--- config.mk ---
export PLATFORM = sky130hd
export DESIGN_NAME = nand_page_rd_seq
export DESIGN_NICKNAME = d
export VERILOG_FILES = /design/src/rtl/nprd_pkg.sv /design/src/rtl/nprd_rdy_wait.sv /design/src/rtl/nprd_addr_byte.sv /design/src/rtl/nprd_xfer_ctr.sv /design/src/rtl/nand_page_rd_seq.sv
export SDC_FILE = /design/constraint.sdc
export NUM_CORES = 1
export LEC_CHECK = 0
export BUFFER_PORTS_ARGS = -buffer_cell sky130_fd_sc_hd__buf_2
export CAP_MARGIN = 20
export CORE_MARGIN = 4
export CORE_UTILIZATION = 59
export CTS_BUF_LIST = sky130_fd_sc_hd__clkbuf_16
export DETAILED_ROUTE_END_ITERATION = 10
export PLACE_DENSITY_LB_ADDON = 0.05
export SETUP_SLACK_MARGIN = 0.02
export SLEW_MARGIN = 20
export SYNTH_ARGS = -nofsm -noshare
export SYNTH_HDL_FRONTEND = slang
export SYNTH_SLANG_ARGS = --single-unit
--- constraint.sdc ---
create_clock -name clk -period 3.61 [get_ports clk]
set_clock_uncertainty 0.15 [all_clocks]
set_input_delay 0.722 -clock clk [delete_from_list [all_inputs] [get_ports clk]]
set_output_delay 0.722 -clock clk [all_outputs]
set_load 0.05 [all_outputs]
--- src/rtl/nprd_pkg.sv ---
package nprd_pkg;
   localparam int unsigned ROW_W = 24;
   localparam int unsigned ROW_BYTES = ROW_W / 8;
   localparam logic [7:0] OP_SETUP = 8'h00;
   localparam logic [7:0] OP_CONFIRM = 8'h30;
   localparam logic [7:0] COL_ZERO = 8'h00;

   typedef enum logic [3:0] {
      S_IDLE, S_SEL, S_WAIT_A, S_CMD_SETUP, S_COL0, S_COL1,
      S_ROW0, S_ROW1, S_ROW2, S_CMD_GO, S_SETTLE, S_WAIT_B,
      S_XFER, S_DESEL
   } seq_state_t;
endpackage

--- src/rtl/nprd_rdy_wait.sv ---
module nprd_rdy_wait #(
   parameter int unsigned LIMIT = 8192
) (
   input  logic clk,
   input  logic rst_n,
   input  logic active_i,
   input  logic rdy_i,
   output logic go_o,
   output logic tmo_o
);
   localparam int unsigned CW = $clog2(LIMIT + 1);
   logic [CW-1:0] polls;
   logic at_lim;

   assign at_lim = (polls == CW'(LIMIT - 1));
   assign go_o   = active_i && (rdy_i || at_lim);
   assign tmo_o  = active_i && !rdy_i && at_lim;

   always_ff @(posedge clk or negedge rst_n) begin
      if (!rst_n)                  polls <= '0;
      else if (!active_i || go_o)  polls <= '0;
      else                         polls <= polls + 1'b1;
   end
endmodule

--- src/rtl/nprd_addr_byte.sv ---
module nprd_addr_byte
   import nprd_pkg::*;
(
   input  seq_state_t        st_i,
   input  logic [ROW_W-1:0]  row_i,
   output logic [7:0]        byte_o
);
   logic [7:0] row_b [ROW_BYTES];

   for (genvar g = 0; g < ROW_BYTES; g++) begin : g_split
      assign row_b[g] = row_i[8*g +: 8];
   end

   always_comb begin
      unique case (st_i)
         S_CMD_SETUP:    byte_o = OP_SETUP;
         S_COL0, S_COL1: byte_o = COL_ZERO;
         S_ROW0:         byte_o = row_b[0];
         S_ROW1:         byte_o = row_b[1];
         S_ROW2:         byte_o = row_b[2];
         S_CMD_GO:       byte_o = OP_CONFIRM;
         default:        byte_o = 8'h00;
      endcase
   end
endmodule

--- src/rtl/nprd_xfer_ctr.sv ---
module nprd_xfer_ctr #(
   parameter int unsigned COUNT = 4314
) (
   input  logic clk,
   input  logic rst_n,
   input  logic run_i,
   output logic last_o
);
   localparam int unsigned CW = $clog2(COUNT + 1);
   logic [CW-1:0] cnt;

   assign last_o = run_i && (cnt == CW'(COUNT - 1));

   always_ff @(posedge clk or negedge rst_n) begin
      if (!rst_n)       cnt <= '0;
      else if (!run_i)  cnt <= '0;
      else              cnt <= cnt + 1'b1;
   end
endmodule

--- src/rtl/nand_page_rd_seq.sv ---
module nand_page_rd_seq
   import nprd_pkg::*;
#(
   parameter int unsigned NUM_CHIPS     = 4,
   parameter int unsigned PAGE_BYTES    = 4314,
   parameter int unsigned TIMEOUT_POLLS = 8192,
   parameter int unsigned SETTLE_CYC    = 2,
   localparam int unsigned CHIP_W = (NUM_CHIPS > 1) ? $clog2(NUM_CHIPS) : 1
) (
   input  logic                 clk,
   input  logic                 rst_n,
   input  logic                 start_i,
   input  logic [CHIP_W-1:0]    chip_i,
   input  logic [23:0]          row_i,
   output logic                 busy_o,
   output logic                 done_o,
   output logic                 tmo_o,
   output logic [NUM_CHIPS-1:0] nand_ce_o,
   output logic                 nand_cle_o,
   output logic                 nand_ale_o,
   output logic                 nand_we_o,
   output logic                 nand_re_o,
   output logic [7:0]           nand_dq_o,
   input  logic [7:0]           nand_dq_i,
   input  logic                 nand_rdy_i,
   output logic [7:0]           rd_data_o,
   output logic                 rd_valid_o
);
   localparam int unsigned SW = $clog2(SETTLE_CYC + 1);

   if (NUM_CHIPS < 1)     begin : g_bad_chips   $error("NUM_CHIPS must be at least 1");     end
   if (PAGE_BYTES < 1)    begin : g_bad_page    $error("PAGE_BYTES must be at least 1");    end
   if (TIMEOUT_POLLS < 1) begin : g_bad_timeout $error("TIMEOUT_POLLS must be at least 1"); end
   if (SETTLE_CYC < 1)    begin : g_bad_settle  $error("SETTLE_CYC must be at least 1");    end

   seq_state_t st, st_nx;
   logic [CHIP_W-1:0] chip_q;
   logic [ROW_W-1:0]  row_q;
   logic [SW-1:0]     settle_q;
   logic [NUM_CHIPS-1:0] sel_dec;
   logic wait_go, wait_tmo, xfer_last, settle_end, in_wait, ce_on;

   assign in_wait    = (st == S_WAIT_A) || (st == S_WAIT_B);
   assign settle_end = (settle_q == SW'(SETTLE_CYC - 1));

   nprd_rdy_wait #(.LIMIT(TIMEOUT_POLLS)) u_wait (
      .clk(clk), .rst_n(rst_n), .active_i(in_wait), .rdy_i(nand_rdy_i),
      .go_o(wait_go), .tmo_o(wait_tmo)
   );

   nprd_xfer_ctr #(.COUNT(PAGE_BYTES)) u_xfer (
      .clk(clk), .rst_n(rst_n), .run_i(st == S_XFER), .last_o(xfer_last)
   );

   nprd_addr_byte u_addr (
      .st_i(st), .row_i(row_q), .byte_o(nand_dq_o)
   );

   for (genvar g = 0; g < NUM_CHIPS; g++) begin : g_dec
      assign sel_dec[g] = (chip_q == CHIP_W'(g));
   end

   always_comb begin
      st_nx = st;
      unique case (st)
         S_IDLE:      if (start_i) st_nx = S_SEL;
         S_SEL:       st_nx = S_WAIT_A;
         S_WAIT_A:    if (wait_go) st_nx = S_CMD_SETUP;
         S_CMD_SETUP: st_nx = S_COL0;
         S_COL0:      st_nx = S_COL1;
         S_COL1:      st_nx = S_ROW0;
         S_ROW0:      st_nx = S_ROW1;
         S_ROW1:      st_nx = S_ROW2;
         S_ROW2:      st_nx = S_CMD_GO;
         S_CMD_GO:    st_nx = S_SETTLE;
         S_SETTLE:    if (settle_end) st_nx = S_WAIT_B;
         S_WAIT_B:    if (wait_go) st_nx = S_XFER;
         S_XFER:      if (xfer_last) st_nx = S_DESEL;
         S_DESEL:     st_nx = S_IDLE;
         default:     st_nx = S_IDLE;
      endcase
   end

   always_ff @(posedge clk or negedge rst_n) begin
      if (!rst_n) begin
         st         <= S_IDLE;
         chip_q     <= '0;
         row_q      <= '0;
         settle_q   <= '0;
         tmo_o      <= 1'b0;
         rd_valid_o <= 1'b0;
         rd_data_o  <= 8'h00;
      end else begin
         st         <= st_nx;
         tmo_o      <= wait_tmo;
         rd_valid_o <= (st == S_XFER);
         if (st == S_XFER) rd_data_o <= nand_dq_i;
         if (st == S_IDLE && start_i) begin
            chip_q <= chip_i;
            row_q  <= row_i;
         end
         if (st == S_SETTLE) settle_q <= settle_q + 1'b1;
         else                settle_q <= '0;
      end
   end

   assign ce_on      = (st != S_IDLE) && (st != S_DESEL);
   assign nand_ce_o  = ce_on ? sel_dec : '0;
   assign nand_cle_o = (st == S_CMD_SETUP) || (st == S_CMD_GO);
   assign nand_ale_o = (st == S_COL0) || (st == S_COL1) || (st == S_ROW0) ||
                       (st == S_ROW1) || (st == S_ROW2);
   assign nand_we_o  = nand_cle_o || nand_ale_o;
   assign nand_re_o  = (st == S_XFER);
   assign busy_o     = (st != S_IDLE);
   assign done_o     = (st == S_DESEL);
endmodule

; ---- Word-level counts from Yosys, hierarchy flattened
; Index checks and enable logic that the tools add are counted.
[op_classes]
n_eq_ne = 25
n_reduce_logical = 21
mux = 11
addsub = 3
[ops]
columns = op, count
row1 = 4-bit case mux with 13 select lines, 1
row2 = 8-bit case mux with 4 select lines, 1
row3 = "4-bit equality test, second input constant", 6
row4 = 4-bit 2-to-1 mux, 6
row5 = "4-bit by 3-bit equality test with 1-bit output, second input constant", 4
row6 = "14-bit by 1-bit adder with 14-bit output, second input constant", 1
row7 = "14-bit by 13-bit equality test with 1-bit output, second input constant", 1
row8 = 14-bit 2-to-1 mux, 1
row9 = "13-bit by 1-bit adder with 13-bit output, second input constant", 1
row10 = "13-bit equality test, second input constant", 1
row11 = 13-bit 2-to-1 mux, 1
row12 = 1-bit logical OR, 9
row13 = "4-bit by 2-bit equality test with 1-bit output, second input constant", 2
row14 = 1-bit logical AND, 6
row15 = "2-bit inequality test, second input constant", 3
row16 = 5-bit AND reduction, 1
row17 = "2-bit by 1-bit equality test with 1-bit output, second input constant", 2
row18 = "2-bit equality test, second input constant", 2
row19 = "4-bit by 1-bit equality test with 1-bit output, second input constant", 1
row20 = 4-bit logical NOT, 1
row21 = "2-bit by 1-bit inequality test with 1-bit output, second input constant", 2
row22 = "4-bit inequality test, second input constant", 1
row23 = 4-bit nonzero test, 1
row24 = "2-bit by 1-bit adder with 2-bit output, second input constant", 1
row25 = 3 further kinds, 4
[totals]
output_inout_bits = 28
ff_bits = 69
in_bits = 38
elab_cells = 69

; ---- Depth between registers and ports, before layout
; Gate-level depths: netlist (run 1).
[logic_depth]
word_depth = 6
depth_mapped = 6
depth_no_buf = 6

; ---- Modules after synthesis
; From an unflattened synthesis (run 1), not the netlist that was laid out.
[hier_totals]
hier_cells = 300
area_unflattened_um2 = 3352.0
[modules_own_cells]
columns = mod, cells_each, seq_area_each_um2, n_inst, area_per_inst_um2
row1 = nand_page_rd_seq, 128, 1051.0, 1, 1789.2
row2 = nprd_rdy_wait, 72, 350.3, 1, 704.4
row3 = nprd_xfer_ctr, 68, 325.3, 1, 655.6
row4 = nprd_addr_byte, 32, 0.0, 1, 202.7

; ---- Worst setup path before layout (run 1)
; No wires, ideal clock.
[synth_timing]
path_kind = register -> output
start = register st[0]
end = output nand_we_o
t_arrival_ns = 2.482
slack_ns = 0.256
stages_incl_launch_ff = 5
n_path_buf = 2
required_time_ns = 2.738
path_cell_list = dfrtp_1 -> buf_2 -> clkbuf_1 -> nor3b_1 -> or3_1
[synth_via]
elab_cells_between_ends = 13
[synth_rtl]
columns = item, line_no
row1 = start: declaration, nand_page_rd_seq.sv:36  ; seq_state_t st, st_nx;
row2 = start signal: assignment, nand_page_rd_seq.sv:94  ; st <= st_nx;
row3 = 4-bit by 2-bit equality test with 1-bit output / 4-bit equality test (equally long branches), nand_page_rd_seq.sv:109  ; assign nand_cle_o = (st == S_CMD_SETUP) || (st == S_CMD_GO);
row4 = 1-bit logical OR *, nand_page_rd_seq.sv:109
row5 = via nand_cle_o, nand_page_rd_seq.sv:19  ; output logic nand_cle_o,
row6 = 1-bit logical OR *, nand_page_rd_seq.sv:112  ; assign nand_we_o = nand_cle_o || nand_ale_o;
row7 = end: declaration, nand_page_rd_seq.sv:21  ; output logic nand_we_o,
; The timed path passes the listed nets; every way through them passes the cells marked *.

; ---- Worst setup path in the final report (run 1)
[layout_timing]
start = register st[1]
end = output nand_dq_o[7]
[layout_via]
elab_chain_len = 2
elab_cells_between_ends = 5
[layout_rtl]
columns = item, line_no
row1 = 4-bit equality test / 4-bit by 3-bit equality test with 1-bit output (equally long branches), nprd_addr_byte.sv:15  ; unique case (st_i)
row2 = 8-bit case mux with 4 select lines *, nprd_addr_byte.sv:15
row3 = end: declaration, nand_page_rd_seq.sv:23  ; output logic [7:0] nand_dq_o,
; Every way passes the cells marked *; elsewhere a longest branch is shown, timed or not.

==> results of run 1 <==
per-layer routing:
metal  routed length [um]  vias up  GRT usage (%)  share of wire (%)
met5                    0        -              0                  0
met4                  112        0           11.3                1.7
met3                  278       11           4.82                4.3
met2                 3240       50           34.3                 50
met1                 2800     1156           27.0                 44
li1                     -     1116              -                  -
synth_stat cells, types with 2 or more instances:
| cell | count |
|---|---|
| xnor2_1 | 15 |
| nand2_1 | 13 |
| mux2_2 | 34 |
| nand4_1 | 3 |
| buf_2 | 8 |
| nand2b_1 | 5 |
| nor2_1 | 31 |
| dfrtp_1 | 69 |
| nand3_1 | 11 |
| ha_1 | 4 |
| nor3_1 | 8 |
| inv_1 | 13 |
| nor4_1 | 5 |
| a21oi_1 | 4 |
| a222oi_1 | 7 |
| o21ai_0 | 4 |
| nor3b_1 | 4 |
| and2_1 | 2 |
| xor2_1 | 9 |
| or3_1 | 4 |
| nor4_2 | 2 |
| nor2b_1 | 2 |
where the power goes:
part	total, mW	internal, mW	switching (mW)
registers	1.20	1.00	0.200
logic	1.22	0.423	0.792
clock network	0.825	0.524	0.301
total	3.24	1.95	1.29
stage by stage:
step | cells | setup slack (ns)
2_1_floorplan | 280 | 0.256
3_3_place_gp | 407 | 0.974
3_5_place_dp | 407 | 0.946
4_1_cts | 423 | 0.530
5_1_grt | 423 | 0.278
6_report | 423 | 0.510
worst max path at each step:
stage	from	end	cells past startpoint
6_report	st[1]	nand_dq_o[7]	5
2_1_floorplan	st[0]	nand_we_o	4
3_5_place_dp	st[1]	nand_dq_o[6]	5
4_1_cts	st[1]	nand_dq_o[7]	5
3_3_place_gp	st[1]	nand_dq_o[6]	5
5_1_grt	st[1]	nand_dq_o[7]	5
cell families (layout without fill, tap and decap cells):
logic type               Yosys count  count (layout)  synth area share [%]
buffers and inverters             24              97                  3.23
XOR/XNOR                          24              24                  6.53
AND/OR/NAND/NOR                  103             103                  17.8
adder cells (fa/ha/maj)            4               4                  1.56
multiplexers                      35              35                  12.3
AO/OA/AOI/OAI                     21              21                  4.94
flip-flops                        69              69                  53.7
final cells by class:
class                   count  area [um2]  share of cell area [%]
flip-flops and latches     69        1730                    44.5
multi-input cells         187        1390                    35.7
repair buffers             68         348                    8.96
clock buffers               9         225                    5.80
well taps                  70        87.6                    2.26
clock inverters             7        57.6                    1.48
inverters                  13        48.8                    1.26
worst max-delay path, stage by stage, from the launching register on:
cell and delay (ns):
dfrtp_1 0.66, nand2_1 0.13, nor2_1 0.51, a222oi_1 0.26, inv_1 0.09, buf_2 0.26
flip-flops by register name, summed over array words and instances (netlist names):
signal / cells
chip_q: 2
row_q: 24
u_xfer.cnt: 13
settle_q: 2
st: 4
rd_valid_o: 1
u_wait.polls: 14
tmo_o: 1
rd_data_o: 8
==> results by group, run 1 <==
Clock network
  – CTS root buf: clkbuf_16
  – Count of cells resized by post-cts repair: 0
  – Post-CTS setup buffer count: 0
  – CTS tree: done
  – H-Tree Depth: 3
  – Hold Buf Count CTS: 0
  – Clk Latency, worst-skew pair: 0.32 ns
  – CTS buffer count: 9
  – Clock sinks: 69
  – Clk slew on worst S/H paths: 0.05 ns
  – CTS Buffer Depth: 2

Final layout
  – Most common cell after layout, fill and taps aside: dfrtp_1
  – Final net count: 390
  – Fraction of layout cells with a size suffix above 1: 35.4%
  – Area delta synth->final: 20.6%
  – Fillcell total: 374
  – Number of antenna repair diodes: 0
  – Final Util: 74.5%
  – Finished Cell Area: 0.00388 mm2
  – Commonest non-fill, non-tap cells in the layout: dfrtp_1 (69), buf_2 (65), mux2_2 (34), nor2_1 (31), xnor2_1 (15)

Drt
  – Residual DRC count: 0
  – WL final: 6420 um
  – Drt wl/cell: 15.2 um
  – DR iter-0 viols: 140
  – Drt pass-1 iters: 4
  – DRT antenna net count: 0
  – Vias per Instance: 5.52
  – Vias: 2333

Power
  – Peak supply drop: 485 uV
  – Total power: 3.24 mW
  – Leak pwr: 1.81 nW
  – Power Density: 835 mW/mm2

STA
  – Final period util: 85.9%
  – Rel. slew slack: 52.6%
  – Worst slew pin tran: 0.711 ns
  – Fmax: 323 MHz
  – RSZ-0062 raised after global routing: false
  – Setup violators final: 0
  – Pins Over Slew Limit: 0
  – TNS Setup: 0 ns
  – Worst hold slack: 0.290 ns
  – Final Hold Fails: 0
  – Final min period: 3.10 ns

Worst hold path
  – Hold EP: settle_q[0]
  – Class of the worst hold path: flip-flop to flip-flop
  – WHS Path Cells: 1
  – Hold Path Origin: settle_q[0]

Setup path
  – Crit Path Class: flip-flop to primary output
  – CP Capture Type: primary output
  – CP Data Arrival Time: 2.23 ns
  – R2R Path End: row_q[11]
  – R2R Setup Slk: 1.46 ns
  – FF-to-FF Start: st[1]
  – Path depth of the worst reg2reg path: 3
  – Crit path launch type: flip-flop
  – CP Data Required Time: 2.74 ns
  – Crit Path Max Fanout: 16

Die
  – DIE AREA: 0.00670 mm2
  – Initial Util: 61.8%
  – Die extent in x: 81.8 um
  – Ports: 66
  – Die height: 81.8 um
  – Core Region: 0.00520 mm2
  – Site row count: 26

Global routing
  – Largest net degree at the start of global routing: 34
  – Antenna violations before repair: 0
  – Overflow after GRT: 0
  – GRT Total Usage: 21.4%
  – Global-route wire length before repair: 10800 um
  – Vias in the first global route: 2379

Placement
  – Post-DP HPWL: 4460 um
  – Number of buffers added on ports: 65
  – Final GP Congestion: 0.790
  – DP Area: 0.00360 mm2

Synth
  – Share of the synthesized area in the top cell type: 53.7%
  – Mapped Area: 0.00322 mm2
  – Async SR Flop Fraction: 100%
  – Yosys reg bits: 69
  – Syn Inst Count: 280
  – Synth warnings: 0
  – Sequential element share of the synthesized area: 53.7%
  – Top_reg_cell synth: dfrtp_1
  – Unique masters post-synth: 45
  – Syn_area_per_cell: 11.5 um2
  – Area contributors post-synth: dfrtp_1 (54%), mux2_2 (12%), xnor2_1 (4.1%)
  – Syn_nets: 322
  – Post-synth top area cell: dfrtp_1
  – Post-synth EDFFs: 0

Run
  – MaxCap Viol Count: 0

Status
  – Outcome: completed
No activity file was read; power rests on OpenSTA's default activity.
==> run 2: changes to the inputs <==
ABC_AREA = 1   (was unset)
==> results by group, run 2 <==
Status
  – Outcome: completed

Die
  – DIE AREA: 0.00710 mm2 (+6.0%)
  – Initial Util: 61.5% (-0.28 points)
  – Die extent in x: 84.2 um (+2.9%)
  – Ports: 66 (unchanged)
  – Core Region: 0.00557 mm2 (+7.1%)
  – Site row count: 27 (+3.8%)
  – Die height: 84.2 um (+2.9%)

Setup path
  – Worst path bufs/invs: 3 (+1)
  – FF-to-FF Start: st[3]
  – CP Launch Point: st[1]
  – Slowest CP cell: dfrtp_1
  – Crit path max-delay family: buffers and inverters
  – Crit Path Max Fanout: 13 (-3)
  – CP Cell Sequence: inv_1 -> nand2_1 -> nor2_1 -> inv_2 -> o21ai_0 -> nor3_1 -> buf_2
  – Crit path launch type: flip-flop
  – Peak per-stage delay on the critical path: 0.44 ns (-0.22 ns)
  – Crit Path Class: flip-flop to primary output
  – CP Capture Type: primary output
  – CP Data Required Time: 2.74 ns (about the same)
  – CP Data Arrival Time: 2.06 ns (-0.17 ns)

STA
  – Final period util: 81.2% (-4.7 points)
  – Worst hold slack: 0.286 ns (-0.00423 ns)
  – Rel. slew slack: 48.6% (-4.0 points)
  – TNS Setup: 0 ns (unchanged)
  – Final Hold Fails: 0 (unchanged)
  – Setup violators final: 0 (unchanged)
  – RSZ-0062 raised after global routing: false
  – Worst slew pin tran: 0.770 ns (+0.0587 ns)
  – Fmax: 341 MHz (+5.8%)
  – Final min period: 2.93 ns (-0.170 ns)
  – Pins Over Slew Limit: 0 (unchanged)
  – Worst Slack Setup Final: 0.680 ns (+0.170 ns)

Final layout
  – Final net count: 527 (+35%)
  – Max reg flops: 24 (unchanged)
  – Area delta synth->final: 18.4%
  – Post-Layout Cell Count: 562 (+33%)
  – Final Util: 72.8% (-1.7 points)
  – Commonest non-fill, non-tap cells in the layout: nand2_1 (122), dfrtp_1 (69), buf_2 (65), inv_1 (62), nor2_1 (41)
  – Biggest regs: row_q x24, u_wait.polls x14, u_xfer.cnt x13
  – Number of antenna repair diodes: 0 (unchanged)
  – Finished Cell Area: 0.00406 mm2 (+4.6%)
  – Most common cell after layout, fill and taps aside: nand2_1
  – Fraction of layout cells with a size suffix above 1: 20.6% (-15 points)
  – Top reg by flops: row_q

Synth
  – Unique masters post-synth: 34 (-24%)
  – Synth warnings: 0 (unchanged)
  – Area contributors post-synth: dfrtp_1 (50%), nand2_1 (13%), inv_1 (6.2%)
  – Top-count cell post-synth: nand2_1
  – Share of the synthesized area in the top cell type: 50.3% (-3.3 points)
  – Post-synth top area cell: dfrtp_1
  – Syn_nets: 458 (+42%)
  – Sequential element share of the synthesized area: 50.3% (-3.3 points)
  – Commonest cells post-synth: nand2_1 (122), dfrtp_1 (69), inv_1 (57)
  – Mapped Area: 0.00343 mm2 (+6.6%)
  – Top_reg_cell synth: dfrtp_1
  – Syn_area_per_cell: 8.24 um2 (-28%)
  – Syn Inst Count: 416 (+49%)
  – Post-synth EDFFs: 0 (unchanged)
  – Async SR Flop Fraction: 100% (unchanged)
  – Yosys reg bits: 69 (unchanged)

Power
  – Total power: 3.22 mW (-0.68%)
  – Power Density: 793 mW/mm2 (-5.1%)
  – Peak supply drop: 778 uV (+61%)
  – Leak pwr: 2.01 nW (+11%)

Global routing
  – Routing usage on met2: 36.5% (+2.2 points)
  – Met3 GRT Util: 4.71% (-0.11 points)
  – Global-route wire length before repair: 12700 um (+18%)
  – GR Util met1: 28.0% (+1.0 points)
  – Grt peak-use layer: met2
  – Overflow after GRT: 0 (unchanged)
  – Vias in the first global route: 2878 (+21%)
  – Antenna violations before repair: 0 (unchanged)
  – GRT Total Usage: 22.2% (+0.75 points)
  – Largest net degree at the start of global routing: 43 (+26%)

Clock network
  – Clk Latency, worst-skew pair: 0.32 ns (about the same)
  – H-Tree Depth: 3 (unchanged)
  – Post-CTS setup buffer count: 0 (unchanged)
  – Count of cells resized by post-cts repair: 0 (unchanged)
  – Clk slew on worst S/H paths: 0.05 ns (about the same)
  – CTS root buf: clkbuf_16
  – CTS tree: done
  – Clock sinks: 69 (unchanged)
  – CTS buffer count: 9 (unchanged)
  – Hold Buf Count CTS: 0 (unchanged)
  – CTS Buffer Depth: 2 (unchanged)

Placement
  – DP Area: 0.00381 mm2 (+5.8%)
  – Placed cell count: 546 (+34%)
  – Final GP Congestion: 0.861 (+8.9%)
  – DP Worst Slack: 1.05 ns (+0.107 ns)
  – Post-DP HPWL: 5140 um (+15%)
  – Number of buffers added on ports: 65 (unchanged)

Worst hold path
  – Class of the worst hold path: flip-flop to flip-flop
  – Hold Path Origin: settle_q[0]

Drt
  – Residual DRC count: 0 (unchanged)
  – Drt pass-1 iters: 4 (unchanged)
  – WL final: 7430 um (+16%)
  – DR iter-0 viols: 139 (-0.71%)
  – Vias per Instance: 5.16 (-6.4%)
  – DRT antenna net count: 0 (unchanged)
  – Drt wl/cell: 13.2 um (-13%)
  – Vias: 2902 (+24%)

Run
  – MaxCap Viol Count: 0 (unchanged)
## run 2: cells by family (layout without fill, tap and decap cells)
family	Yosys count	after routing	share of synthesized area (%)
adder cells (fa/ha/maj)	4	4	1.46
XOR/XNOR	6	6	1.53
AND/OR/NAND/NOR	212	212	28.4
buffers and inverters	69	143	8.50
AO/OA/AOI/OAI	56	56	9.74
flip-flops	69	69	50.3
## run 2: layer usage
| metal | routed length [um] | vias to the layer above |
|---|---|---|
| li1 | - | 1448 |
| met1 | 3360 | 1361 |
| met2 | 3550 | 74 |
| met5 | 0 | - |
| met4 | 179 | 0 |
| met3 | 348 | 19 |
## run 2: cell type report
cell class | instances | area, um2
Sequential cell | 69 | 1730
Fill cell | 444 | 1510
Multi-Input combinational cell | 278 | 1410
Timing Repair Buffer | 67 | 353
Clock buffer | 9 | 225
Inverter | 60 | 225
Tap cell | 72 | 90.1
Clock inverter | 7 | 28.8
## run 2: path summary, 6_finish.rpt
path | end | slack, ns | depth (start not counted)
min in group asynchronous | u_xfer.cnt[5] | 0.31 | 1
worst min register to register | settle_q[0] | 0.29 | 1
worst max-delay path | nand_ce_o[1] | 0.68 | 7
worst max register to register | row_q[23] | 1.45 | 6
worst min-delay path | settle_q[0] | 0.29 | 1
max in group asynchronous | row_q[9] | 2.35 | 2
## run 2: report_power, final
| group | internal [mW] | total (mW) | switching (mW) |
|---|---|---|---|
| combinational | 0.319 | 1.34 | 1.02 |
| sequential | 0.997 | 1.12 | 0.128 |
| clock | 0.449 | 0.753 | 0.303 |
